`config.mk`:
```
export PLATFORM = sky130hd
export DESIGN_NAME = kwdt_top
export DESIGN_NICKNAME = d
export VERILOG_FILES = /design/src/rtl/kwdt_pkg.sv /design/src/rtl/kwdt_keydec.sv /design/src/rtl/kwdt_lock.sv /design/src/rtl/kwdt_counter.sv /design/src/rtl/kwdt_alarm.sv /design/src/rtl/kwdt_top.sv
export SDC_FILE = /design/constraint.sdc
export NUM_CORES = 1
export LEC_CHECK = 0
export BUFFER_PORTS_ARGS = -buffer_cell sky130_fd_sc_hd__buf_2
export CAP_MARGIN = 10
export CORE_MARGIN = 2
export CORE_UTILIZATION = 46
export DETAILED_ROUTE_END_ITERATION = 12
export PLACE_DENSITY = 0.8
export SYNTH_ARGS = -nofsm -noshare
export SYNTH_HDL_FRONTEND = slang
export SYNTH_SLANG_ARGS = --single-unit
```
`constraint.sdc`:
```
create_clock -name clk -period 2.91 [get_ports clk]
set_clock_uncertainty 0.2 [all_clocks]
set_input_delay 0.582 -clock clk [delete_from_list [all_inputs] [get_ports clk]]
set_output_delay 0.582 -clock clk [all_outputs]
set_load 0.01 [all_outputs]
```
`src/rtl/kwdt_pkg.sv`:
```
package kwdt_pkg;
  localparam int unsigned KEY_W   = 16;
  localparam int unsigned N_KEYS  = 6;

  // Index of each command in the decoded hit vector
  localparam int unsigned K_HALT = 0;
  localparam int unsigned K_RUN  = 1;
  localparam int unsigned K_OPEN = 2;
  localparam int unsigned K_SEAL = 3;
  localparam int unsigned K_FILL = 4;
  localparam int unsigned K_ACK  = 5;

  function automatic logic [KEY_W-1:0] key_word(input int unsigned idx);
    case (idx)
      K_HALT:  key_word = 16'h3877;
      K_RUN:   key_word = 16'h4A4B;
      K_OPEN:  key_word = 16'hAB00;
      K_SEAL:  key_word = 16'hAB01;
      K_FILL:  key_word = 16'hDEAF;
      default: key_word = 16'h7482;
    endcase
  endfunction

  typedef struct packed {
    logic halt;
    logic run;
    logic open;
    logic seal;
    logic fill;
    logic ack;
  } kwdt_cmd_t;
endpackage

```
`src/rtl/kwdt_keydec.sv`:
```
module kwdt_keydec
  import kwdt_pkg::*;
#(
  parameter int unsigned DATA_W = 32
) (
  input  logic              clk,
  input  logic              rst_n,
  input  logic              ctrl_wr,
  input  logic [DATA_W-1:0] wdata,
  output kwdt_cmd_t         cmd
);
  localparam int unsigned HI_W = DATA_W - KEY_W;

  logic              upper_clear;
  logic [N_KEYS-1:0] hit;

  assign upper_clear = (wdata[DATA_W-1:KEY_W] == {HI_W{1'b0}});

  for (genvar k = 0; k < N_KEYS; k++) begin : g_key
    assign hit[k] = ctrl_wr && upper_clear && (wdata[KEY_W-1:0] == key_word(k));
  end

  assign cmd.halt = hit[K_HALT];
  assign cmd.run  = hit[K_RUN];
  assign cmd.open = hit[K_OPEN];
  assign cmd.seal = hit[K_SEAL];
  assign cmd.fill = hit[K_FILL];
  assign cmd.ack  = hit[K_ACK];

  // at most one command per write, none without a write
  a_r10_single_cmd: assert property (@(posedge clk) disable iff (!rst_n)
    $onehot0(hit));
  a_r10_no_cmd_idle: assert property (@(posedge clk) disable iff (!rst_n)
    !ctrl_wr |-> (hit == '0));
endmodule

```
`src/rtl/kwdt_lock.sv`:
```
module kwdt_lock
  import kwdt_pkg::*;
(
  input  logic      clk,
  input  logic      rst_n,
  input  kwdt_cmd_t cmd,
  input  logic      cnt_wr,
  output logic      open_q,
  output logic      load_en
);
  always_ff @(posedge clk or negedge rst_n) begin
    if (!rst_n)        open_q <= 1'b0;
    else if (cmd.open) open_q <= 1'b1;
    else if (cmd.seal) open_q <= 1'b0;
  end

  assign load_en = cnt_wr && open_q;

  // the window changes state only on its keys
  a_r3_window_stable: assert property (@(posedge clk) disable iff (!rst_n)
    (!cmd.open && !cmd.seal) |=> $stable(open_q));
  a_r3_seal_closes: assert property (@(posedge clk) disable iff (!rst_n)
    cmd.seal |=> !open_q);
endmodule

```
`src/rtl/kwdt_counter.sv`:
```
module kwdt_counter
  import kwdt_pkg::*;
#(
  parameter int unsigned CNT_W = 20,
  parameter int unsigned VIS_W = 16
) (
  input  logic             clk,
  input  logic             rst_n,
  input  logic             tick_en,
  input  kwdt_cmd_t        cmd,
  input  logic             load_en,
  input  logic [VIS_W-1:0] load_val,
  output logic [CNT_W-1:0] cnt_q,
  output logic             run_q,
  output logic             expire
);
  localparam int unsigned LOW_W = CNT_W - VIS_W;
  localparam logic [CNT_W-1:0] CNT_MAX = {CNT_W{1'b1}};
  localparam logic [CNT_W-1:0] CNT_ONE = {{(CNT_W-1){1'b0}}, 1'b1};

  logic step;

  always_comb begin
    step   = run_q && tick_en && (cnt_q != '0) && !load_en && !cmd.fill;
    expire = step && (cnt_q == CNT_ONE);
  end

  always_ff @(posedge clk or negedge rst_n) begin
    if (!rst_n)        cnt_q <= CNT_MAX;
    else if (load_en)  cnt_q <= {load_val, {LOW_W{1'b0}}};
    else if (cmd.fill) cnt_q <= CNT_MAX;
    else if (step)     cnt_q <= cnt_q - CNT_ONE;
  end

  always_ff @(posedge clk or negedge rst_n) begin
    if (!rst_n)        run_q <= 1'b0;
    else if (cmd.halt) run_q <= 1'b0;
    else if (cmd.run)  run_q <= 1'b1;
  end

  // halted counter does not move unless loaded
  a_r2_halt_holds: assert property (@(posedge clk) disable iff (!rst_n)
    (!run_q && !load_en && !cmd.fill) |=> $stable(cnt_q));
  // one step per tick while running
  a_r7_single_step: assert property (@(posedge clk) disable iff (!rst_n)
    (run_q && tick_en && cnt_q != '0 && !load_en && !cmd.fill)
      |=> (cnt_q == $past(cnt_q) - CNT_ONE));
  // zero is held
  a_r8_zero_held: assert property (@(posedge clk) disable iff (!rst_n)
    (cnt_q == '0 && !load_en && !cmd.fill) |=> (cnt_q == '0));
  // fill reaches full scale
  a_r6_fill_max: assert property (@(posedge clk) disable iff (!rst_n)
    (cmd.fill && !load_en) |=> (cnt_q == CNT_MAX));
endmodule

```
`src/rtl/kwdt_alarm.sv`:
```
module kwdt_alarm
  import kwdt_pkg::*;
(
  input  logic      clk,
  input  logic      rst_n,
  input  logic      expire,
  input  kwdt_cmd_t cmd,
  output logic      irq_q,
  output logic      rst_req_q
);
  always_ff @(posedge clk or negedge rst_n) begin
    if (!rst_n) begin
      irq_q     <= 1'b0;
      rst_req_q <= 1'b0;
    end else begin
      rst_req_q <= expire;
      if (expire)       irq_q <= 1'b1;
      else if (cmd.ack) irq_q <= 1'b0;
    end
  end

  // reset request is a single-cycle pulse and always carries the interrupt
  a_r8_req_pulse: assert property (@(posedge clk) disable iff (!rst_n)
    rst_req_q |=> !rst_req_q);
  a_r8_req_with_irq: assert property (@(posedge clk) disable iff (!rst_n)
    rst_req_q |-> irq_q);
  // interrupt sticks until acknowledged
  a_r9_irq_sticky: assert property (@(posedge clk) disable iff (!rst_n)
    (irq_q && !cmd.ack) |=> irq_q);
  a_r9_set_wins: assert property (@(posedge clk) disable iff (!rst_n)
    expire |=> irq_q);
endmodule

```
`src/rtl/kwdt_top.sv`:
```
module kwdt_top
  import kwdt_pkg::*;
#(
  parameter int unsigned DATA_W   = 32,
  parameter int unsigned ADDR_W   = 8,
  parameter int unsigned CNT_W    = 20,
  parameter int unsigned VIS_W    = 16,
  parameter int unsigned CTRL_OFS = 0,
  parameter int unsigned CNT_OFS  = 4
) (
  input  logic              clk,
  input  logic              rst_n,
  input  logic              tick_en,
  input  logic              bus_we,
  input  logic [ADDR_W-1:0] bus_addr,
  input  logic [DATA_W-1:0] bus_wdata,
  output logic [DATA_W-1:0] bus_rdata,
  output logic              wdt_irq,
  output logic              wdt_rst_req
);
  localparam logic [ADDR_W-1:0] A_CTRL = ADDR_W'(CTRL_OFS);
  localparam logic [ADDR_W-1:0] A_CNT  = ADDR_W'(CNT_OFS);
  localparam int unsigned LOW_W = CNT_W - VIS_W;
  localparam int unsigned PAD_W = DATA_W - VIS_W;

  logic             ctrl_wr;
  logic             cnt_wr;
  kwdt_cmd_t        cmd;
  logic             open_q;
  logic             load_en;
  logic [CNT_W-1:0] cnt_q;
  logic             run_q;
  logic             expire;

  assign ctrl_wr = bus_we && (bus_addr == A_CTRL);
  assign cnt_wr  = bus_we && (bus_addr == A_CNT);

  kwdt_keydec #(.DATA_W(DATA_W)) u_keydec (
    .clk     (clk),
    .rst_n   (rst_n),
    .ctrl_wr (ctrl_wr),
    .wdata   (bus_wdata),
    .cmd     (cmd)
  );

  kwdt_lock u_lock (
    .clk     (clk),
    .rst_n   (rst_n),
    .cmd     (cmd),
    .cnt_wr  (cnt_wr),
    .open_q  (open_q),
    .load_en (load_en)
  );

  kwdt_counter #(.CNT_W(CNT_W), .VIS_W(VIS_W)) u_counter (
    .clk      (clk),
    .rst_n    (rst_n),
    .tick_en  (tick_en),
    .cmd      (cmd),
    .load_en  (load_en),
    .load_val (bus_wdata[VIS_W-1:0]),
    .cnt_q    (cnt_q),
    .run_q    (run_q),
    .expire   (expire)
  );

  kwdt_alarm u_alarm (
    .clk       (clk),
    .rst_n     (rst_n),
    .expire    (expire),
    .cmd       (cmd),
    .irq_q     (wdt_irq),
    .rst_req_q (wdt_rst_req)
  );

  always_comb begin
    if (bus_addr == A_CNT) bus_rdata = {{PAD_W{1'b0}}, cnt_q[CNT_W-1:LOW_W]};
    else                   bus_rdata = '0;
  end

  // a sealed count write does not touch the counter (no decrement that cycle)
  a_r3_sealed_write_ignored: assert property (@(posedge clk) disable iff (!rst_n)
    (cnt_wr && !open_q && !(run_q && tick_en) && !cmd.fill) |=> $stable(cnt_q));
  // an open write always lands, low bits cleared
  a_r4_open_write_loads: assert property (@(posedge clk) disable iff (!rst_n)
    (cnt_wr && open_q) |=> (cnt_q[LOW_W-1:0] == '0));
  // a reset request follows only a running counter
  a_r8_req_needs_run: assert property (@(posedge clk) disable iff (!rst_n)
    $rose(wdt_rst_req) |-> (cnt_q == '0));
endmodule

```
==> results.cfg, run 1 <==
[clock_tree]
ctsHtreeMaxLevel = 1
post_cts.repair.setup_buffers = 0
clk_latency_ps = 270
cts-root-buf = clkbuf_8
clkTransAtPathRegs_ps = 90
cts_made_buffers = 3
cts_sinks = 24
ctsLongestPathBuffers = 2
post_cts_resize_count = 0
cts_hold_buf = 0
cts_tree = built

[worst_hold_path]
min_path_type = in2async

[sta]
fin_ws_ps = 471.0
hold_violations = 0
rsz0062_at_grt = no
final_max_slew_viol_count = 0
whs_ps = 84.66
fin_setup_tns_ps = 0
timing.slew.headroom_pct = 64.78
setup_viol = 0
tightest_slew_ps = 528.4
fin_crit_sh_pct = 83.82
max_freq_mhz = 410.0
fin_crit_ps = 2439

[setup_path]
path_max_fanout = 18
crit_chain = buf_2 -> nor4_1 -> and3_1 -> buf_4 -> and2_1 -> buf_2
crit_top_cell = buf_2
worst-setup-path-type = in2out
r2r_start = u_counter.cnt_q[6]
max_stage_delay_ps = 300
critPathArrivalTime_ps = 1660
critPathSlowestCell = nor4_1
start_kind = primary input
end_kind = primary output
crit_path_start = bus_addr[5]
cp_top_family = simple AND/OR/NAND/NOR gates
required_ps = 2130
path_buf_inv = 3

[cells_and_area]
fillers = 373
syn_to_final_growth_pct = 18.30
drive_gt1_share_pct = 35.02
antenna_cells = 0
nNetsFinal = 325
final_core_util_pct = 55.80

[logic_synthesis]
yosysSeqAreaShare_pct = 33.40
netlist_area_sq_mm = 0.001873
postSynthCellCount = 216
avgSynthCellArea_sq_um = 8.672
synth_flop_cell = dfstp_2
synth_common_cells = nor2_1 (23), dfstp_2 (20), and2_1 (19), a21oi_1 (17), buf_4 (16)
ys_ff_latch = 24
yosys.area.top_type = dfstp_2
async_reset_ff_share_pct = 100.0
yosysMostFrequentCell = nor2_1
synth_area_leaders = dfstp_2 (28%), buf_4 (6.4%), and2_1 (6.3%), dfrtp_1 (5.3%), nor2_1 (4.6%)
synth_edf_count = 0
synth-warning-count = 0
synth_top_area_share_pct = 28.06
synth_cell_types = 48

[route]
first_iter_violations = 112
via_per_inst = 5.648
drt_wl_total_mm = 4.815
wl_per_cell_um = 14.72
drtPass1Iterations = 4
remaining_drc_errors = 0
vias = 1847
drtAntennaViolNets = 0

[grt]
grt_usage_pct = 22.28
grt_remaining_overflow = 0
grt_pass1_vias = 1612
grt_max_degree = 25
antenna_found_initial = 0
grt_pass1_wl_mm = 7.659

[floorplan]
num_rows = 23
dieHeight_um = 67.81
ioPinCount = 78
die-area_sq_mm = 0.004598
die_w_um = 67.81
initial_utilization_pct = 47.16
core_area_sq_mm = 0.003971

[power]
leakagePower_uw = 0.0009934
vdd_drop_max_uv = 187.7
power.density_mw_per_mm2 = 283.7
power_uw = 628.7

[place]
place_ws_ps = 384.0
portBuffers = 61
dp_hpwl_mm = 3.740
gp_routability_congestion = 0.8790

[run_status]
outcome = completed

[flow_run]
drv_cap = 0
cell families after synthesis:
group | share of synthesized area, %
and+or+nand+nor | 36.07
AOI/OAI and AO/OA | 12.69
buffers and inverters | 9.085
DFF | 33.40
xor gates and xnor gates | 6.547
adders and majority gates | 2.004
other | 0.2002
state kept, by name, summed over array words and instances (netlist names):
signal,cells
u_alarm.irq_q,1
u_counter.cnt_q,20
u_counter.run_q,1
u_lock.open_q,1
u_alarm.rst_req_q,1
path summary, 6_finish.rpt:
| path | endpoint | slack [ps] | cells past startpoint |
|---|---|---|---|
| max | bus_rdata[2] | 470 | 6 |
| max reg2reg | u_counter.cnt_q[5] | 510 | 6 |
| min in group clk | u_alarm.irq_q | 340 | 2 |
| min | u_counter.run_q | 80 | 1 |
| max in group asynchronous | u_counter.cnt_q[5] | 2060 | 1 |
| min reg2reg | u_alarm.irq_q | 340 | 2 |
layer usage:
layer  vias up  wire length, um  track usage (%)
li1        887                -                -
met1       853             2009            30.24
met2        99             2339            37.99
met3         8              416            3.289
met4         0               50            4.500
met5         -                0                0
final cells by class:
class | instances | area, sq um | area share [%]
multi-input cells | 182 | 1134 | 51.16
well taps | 50 | 62.56 | 2.823
clock buffers | 4 | 55.05 | 2.484
flip-flops and latches | 24 | 625.6 | 28.23
inverters | 3 | 11.26 | 0.5082
repair buffers | 64 | 327.8 | 14.79
through the flow:
stage,area [sq um],instances
2_1_floorplan,1929,231
3_3_place_gp,2161,323
3_5_place_dp,2161,323
4_1_cts,2216,327
5_1_grt,2216,327
6_report,2216,327
cells in the final DEF (no fill, tap or decap), drive strengths merged, types with 6 or more instances in the layout:
cell,instances
a21oi,17
and2,20
buf,64
conb,16
dfstp,20
nand2,12
nand4,6
nor2,23
nor3,8
nor4,14
xnor2,7
xor2,7
power by group:
group,internal (uW),leakage (uW),switching [uW],total (uW)
sequential,335,0.000263,0.000000159,335
clock,121,0.0000288,106,227
combinational,26.9,0.000702,40.1,67.0
(Power assumes the default switching activity.)
==> run 2, diff against run 1 <==
--- a/config.mk
+++ b/config.mk
@@ -5,12 +5,13 @@
 export SDC_FILE = /design/constraint.sdc
 export NUM_CORES = 1
 export LEC_CHECK = 0
+export ABC_AREA = 1
 export BUFFER_PORTS_ARGS = -buffer_cell sky130_fd_sc_hd__buf_2
 export CAP_MARGIN = 10
 export CORE_MARGIN = 2
 export CORE_UTILIZATION = 46
 export DETAILED_ROUTE_END_ITERATION = 12
-export PLACE_DENSITY = 0.8
+export PLACE_DENSITY = 0.76
 export SYNTH_ARGS = -nofsm -noshare
 export SYNTH_HDL_FRONTEND = slang
 export SYNTH_SLANG_ARGS = --single-unit
==> constraint.sdc (replaced) <==
create_clock -name clk -period 2.35 [get_ports clk]
set_clock_uncertainty 0.2 [all_clocks]
set_input_delay 0.47 -clock clk [delete_from_list [all_inputs] [get_ports clk]]
set_output_delay 0.47 -clock clk [all_outputs]
set_load 0.01 [all_outputs]
==> results.cfg, run 2 <==
[logic_synthesis]
postSynthCellCount = 428
synth-adder-area-share_pct = 1.487
synth_top_family_by_area = simple AND/OR/NAND/NOR gates
synth_cell_types = 32
async_reset_ff_share_pct = 100.0
yosysMostFrequentCell = nand2_1
synth_flop_cell = dfstp_2
yosys-mux-area-fraction_pct = 0
synth_common_cells = nand2_1 (134), nor2_1 (82), inv_1 (52), nand3_1 (40), dfstp_2 (20)
avgSynthCellArea_sq_um = 5.899
yosys.area.top_type = dfstp_2
ys_ff_latch = 24
synth_area_leaders = dfstp_2 (21%), nand2_1 (20%), nor2_1 (12%), nand3_1 (7.9%), inv_1 (7.7%)
synth-warning-count = 0
synth-xor-area-share_pct = 2.081
synthSimpleGateAreaFrac_pct = 54.41
netlist_area_sq_mm = 0.002525
synth_top_area_share_pct = 20.81
synth_edf_count = 0
yosysSeqAreaShare_pct = 24.78
synth_compound_area_share_pct = 2.032

[setup_path]
cp_top_family = simple AND/OR/NAND/NOR gates
worst-setup-path-type = in2out
end_kind = primary output
start_kind = primary input
critPathSlowestCell = nor2_4
critPathArrivalTime_ps = 1500
required_ps = 1680
rrSetupSlack_ps = 270
path_buf_inv = 4
crit_path_start = bus_addr[7]
r2r_start = u_counter.cnt_q[0]
path_max_fanout = 16
max_stage_delay_ps = 170
reg2reg_to = u_counter.cnt_q[17]
r2r_cells = 10
crit_chain = buf_2 -> nor2_1 -> nand2_1 -> nor2_4 -> clkinvlp_4 -> buf_12 -> nor2_1 -> buf_2

[cells_and_area]
regMostFlops = u_counter.cnt_q
drive_gt1_share_pct = 22.76
fillers = 570
nNetsFinal = 540
antenna_cells = 0
largest_reg_flops = 20
syn_to_final_growth_pct = 15.61
final_core_util_pct = 56.08
final_cell_mix = nand2_1 (134), nor2_1 (82), buf_2 (61)
final_common_cell = nand2_1

[sta]
rsz0062_at_grt = no
timing.slew.headroom_pct = 63.61
hold_violations = 0
tightest_slew_ps = 543.9
fin_setup_tns_ps = 0
fin_crit_sh_pct = 92.20
final_max_slew_viol_count = 0
fin_crit_ps = 2167
max_freq_mhz = 461.5
setup_viol = 0

[route]
wl_per_cell_um = 12.86
drtAntennaViolNets = 0
vias = 2804
first_iter_violations = 202
drt_wl_total_mm = 7.227
via_per_inst = 4.989
drtPass1Iterations = 4
remaining_drc_errors = 0

[clock_tree]
ctsLongestPathBuffers = 2
clkTransAtPathRegs_ps = 90
clk_latency_ps = 270
cts_sinks = 24
ctsHtreeMaxLevel = 1
cts-root-buf = clkbuf_8
cts_tree = built
cts_made_buffers = 3

[floorplan]
initial_utilization_pct = 48.51
num_rows = 26
ioPinCount = 78
core_area_sq_mm = 0.005205
die-area_sq_mm = 0.006097
die_w_um = 78.09
dieHeight_um = 78.09

[grt]
grt_remaining_overflow = 0
grt_usage_pct = 24.57
antenna_found_initial = 0
grt_pass1_vias = 2699
grt_pass1_wl_mm = 12.19
grt_max_degree = 25

[place]
gp_routability_congestion = 0.9198
portBuffers = 61
dp_hpwl_mm = 5.678

[worst_hold_path]
holdPathEnd = u_lock.open_q
hp-start = bus_wdata[0]
min_path_cells = 2
min_path_type = in2reg

[flow_run]
drv_cap = 0

[power]
leakagePower_uw = 0.001587
power.density_mw_per_mm2 = 270.6
vdd_drop_max_uv = 210.9

[run_status]
outcome = completed
-- run 2: power by group --
group	leakage [uW]	switching [uW]	total, uW	internal [uW]
Clock	0.0000228	141	262	121
Combinational	0.00130	72.4	113	40.9
Sequential	0.000262	0.0000000262	415	415
-- run 2: how the worst max path moves through the flow --
| stage | endpoint | slack [ps] | cells past startpoint |
|---|---|---|---|
| after floorplan | bus_rdata[10] | 300 | 6 |
| after global placement | bus_rdata[13] | 170 | 7 |
| after detailed placement | bus_rdata[3] | 110 | 7 |
| after CTS | bus_rdata[3] | 110 | 7 |
| after global routing | bus_rdata[10] | 100 | 8 |
| final | bus_rdata[3] | 180 | 8 |
-- run 2: stage by stage --
stage	cell area, sq um	hold WS (ps)	power, uW	worst slack, ps	instances
detailed placement	2840	279.3	532.5	114.3	556
CTS	2895	263.3	790.5	108.7	561
global route	2919	292.8	823.1	98.26	562
global placement	2840	268.7	531.3	167.2	556
finish	2919	255.6	790.0	183.3	562
floorplan	2581	-25.59	487.2	301.3	443
-- run 2: kinds of logic (layout without fill, tap and decap cells) --
family,count (synthesis),after routing
buf+inv,78,127
simple gates,306,306
other cells,1,16
flops,24,24
fa+ha+maj,3,3
compound gates,10,10
xor+xnor,6,6
-- run 2: repair_timing --
item	in CTS	in global routing
resized for setup	0	1
hold endpoints to repair	4	0
hold buffers	1	0
buffers inserted	0	1
setup endpoints to repair	0	1
-- run 2: layer usage --
| layer | vias to the layer above | share of wire, % | global-route usage, % |
|---|---|---|---|
| met4 | 0 | 1.4 | 5.614 |
| li1 | 1435 | - | - |
| met3 | 10 | 7.6 | 2.184 |
| met5 | - | 0 | 0 |
| met1 | 1233 | 43 | 31.70 |
| met2 | 126 | 48 | 44.48 |
-- run 2: layout make-up --
cell class | count | area, sq um | share of cell area (%)
well taps | 70 | 87.58 | 3.000
multi-input cells | 341 | 1575 | 53.96
flip-flops and latches | 24 | 625.6 | 21.43
inverters | 55 | 212.7 | 7.287
clock buffers | 4 | 45.04 | 1.543
repair buffers | 68 | 372.9 | 12.77
-- run 2: worst register-to-register path, cell delays in order, from the launching register on --
cell,delay [ps]
dfstp_2,390
inv_1,120
ha_1,190
nand2_1,60
nor2_1,130
nand3_2,90
nand2_2,120
nand3_4,270
inv_4,290
nand2_1,80
o21ai_1,80
==> run 3, diff against run 2 <==
--- a/config.mk
+++ b/config.mk
@@ -5,13 +5,12 @@
 export SDC_FILE = /design/constraint.sdc
 export NUM_CORES = 1
 export LEC_CHECK = 0
-export ABC_AREA = 1
 export BUFFER_PORTS_ARGS = -buffer_cell sky130_fd_sc_hd__buf_2
 export CAP_MARGIN = 10
 export CORE_MARGIN = 2
 export CORE_UTILIZATION = 46
 export DETAILED_ROUTE_END_ITERATION = 12
-export PLACE_DENSITY = 0.76
+export PLACE_DENSITY = 0.8
 export SYNTH_ARGS = -nofsm -noshare
 export SYNTH_HDL_FRONTEND = slang
 export SYNTH_SLANG_ARGS = --single-unit
==> results.cfg, run 3 (synthesis results as in run 1) <==
[clock_tree]
ctsHtreeMaxLevel = 1
cts_made_buffers = 3
cts_sinks = 24
cts_tree = built
clk_latency_ps = 270
cts-root-buf = clkbuf_8
ctsLongestPathBuffers = 2
clkTransAtPathRegs_ps = 80

[cells_and_area]
fin_cells = 333
syn_to_final_growth_pct = 22.85
regMostFlops = u_counter.cnt_q
fillers = 373
antenna_cells = 0
nNetsFinal = 331
final_common_cell = buf_2
stdcell_area_sq_mm = 0.002301
largest_reg_flops = 20
final_cell_mix = buf_2 (61), nor2_1 (23), dfstp_2 (20)
drive_gt1_share_pct = 37.10

[route]
drt_wl_total_mm = 4.798
drtPass1Iterations = 5
vias = 1873
first_iter_violations = 106
drtAntennaViolNets = 0
via_per_inst = 5.625
remaining_drc_errors = 0
wl_per_cell_um = 14.41

[power]
power.density_mw_per_mm2 = 375.5
vdd_drop_max_uv = 202.7
leakagePower_uw = 0.001030
power_uw = 864.1

[grt]
antenna_found_initial = 0
grt_pass1_wl_mm = 7.679
grt_max_degree = 25
grt_remaining_overflow = 0
grt_pass1_vias = 1685
grt_usage_pct = 22.37

[setup_path]
end_kind = primary output
start_kind = primary input
required_ps = 1680
path_max_fanout = 16
r2r_cells = 6
worst-setup-path-type = in2out
critPathArrivalTime_ps = 1490

[sta]
fin_setup_tns_ps = 0
setup_viol = 0
final_max_slew_viol_count = 0
fin_crit_sh_pct = 92.12
rsz0062_at_grt = no
timing.slew.headroom_pct = 63.14
fin_crit_ps = 2165
tightest_slew_ps = 553.0
fin_ws_ps = 185.2
max_freq_mhz = 461.9
hold_violations = 0

[flow_run]
drv_cap = 0

[floorplan]
core_area_sq_mm = 0.003971
die-area_sq_mm = 0.004598
dieHeight_um = 67.81
ioPinCount = 78
initial_utilization_pct = 47.16
num_rows = 23
die_w_um = 67.81

[place]
place_ws_ps = 17.11
dp_hpwl_mm = 3.753
portBuffers = 61
dp.cells = 328
postPlaceCellArea_sq_mm = 0.002211
gp_routability_congestion = 0.8633

[run_status]
outcome = completed

[worst_hold_path]
min_path_type = in2reg
min_path_cells = 3
run 3: critical path: stages:
cell and delay, ps:
buf_2 100, nor4_2 260, and3_2 270, buf_12 140
and2_1 120, buf_2 120
run 3: worst paths after layout:
| path | slack, ps | from | to |
|---|---|---|---|
| worst max-delay path | 190 | bus_addr[5] | bus_rdata[5] |
| worst max register to register | 210 | u_counter.cnt_q[5] | u_counter.cnt_q[18] |
| min in group asynchronous | 520 | rst_n | u_counter.run_q |
| worst min-delay path | 260 | bus_wdata[4] | u_counter.cnt_q[8] |
| worst min register to register | 330 | u_lock.open_q | u_lock.open_q |
| max in group asynchronous | 1060 | rst_n | u_counter.cnt_q[1] |
run 3: layout make-up:
cell class / count / area (sq um) / area share [%]
timing repair buffer: 70 / 387.9 / 16.86
multi-input combinational: 182 / 1142 / 49.65
sequential: 24 / 625.6 / 27.19
inverter: 3 / 11.26 / 0.4894
tap: 50 / 62.56 / 2.719
clock inverter: 1 / 30.03 / 1.305
clock buffer: 3 / 41.29 / 1.794
run 3: metrics by stage:
stage | util [%] | hold slack (ps)
3_5_place_dp | 55.67 | 291.8
5_1_grt | 57.94 | 271.0
2_1_floorplan | - | -25.59
3_3_place_gp | 55.67 | 281.6
6_report | 57.94 | 262.0
4_1_cts | 57.72 | 258.3
run 3: routing by layer:
layer | vias up | global-route usage [%] | routed length (um)
met2 | 119 | 37.25 | 2278
met5 | - | 0 | 0
met1 | 856 | 29.66 | 1970
li1 | 891 | - | -
met4 | 0 | 9.500 | 90
met3 | 7 | 2.138 | 459
run 3: power breakdown:
part / total, uW / internal, uW / switching (uW)
sequential: 415 / 415 / 0.000000194
combinational: 84.7 / 34.7 / 50.0
clock: 365 / 228 / 137
total: 864 / 677 / 187
run 3: timing repair:
item	4_1_cts	5_1_grt
endpoints found under the setup margin	0	17
hold buffers	1	0
hold endpoints to repair	4	0
buffers inserted	0	0
gates resized for setup	0	3
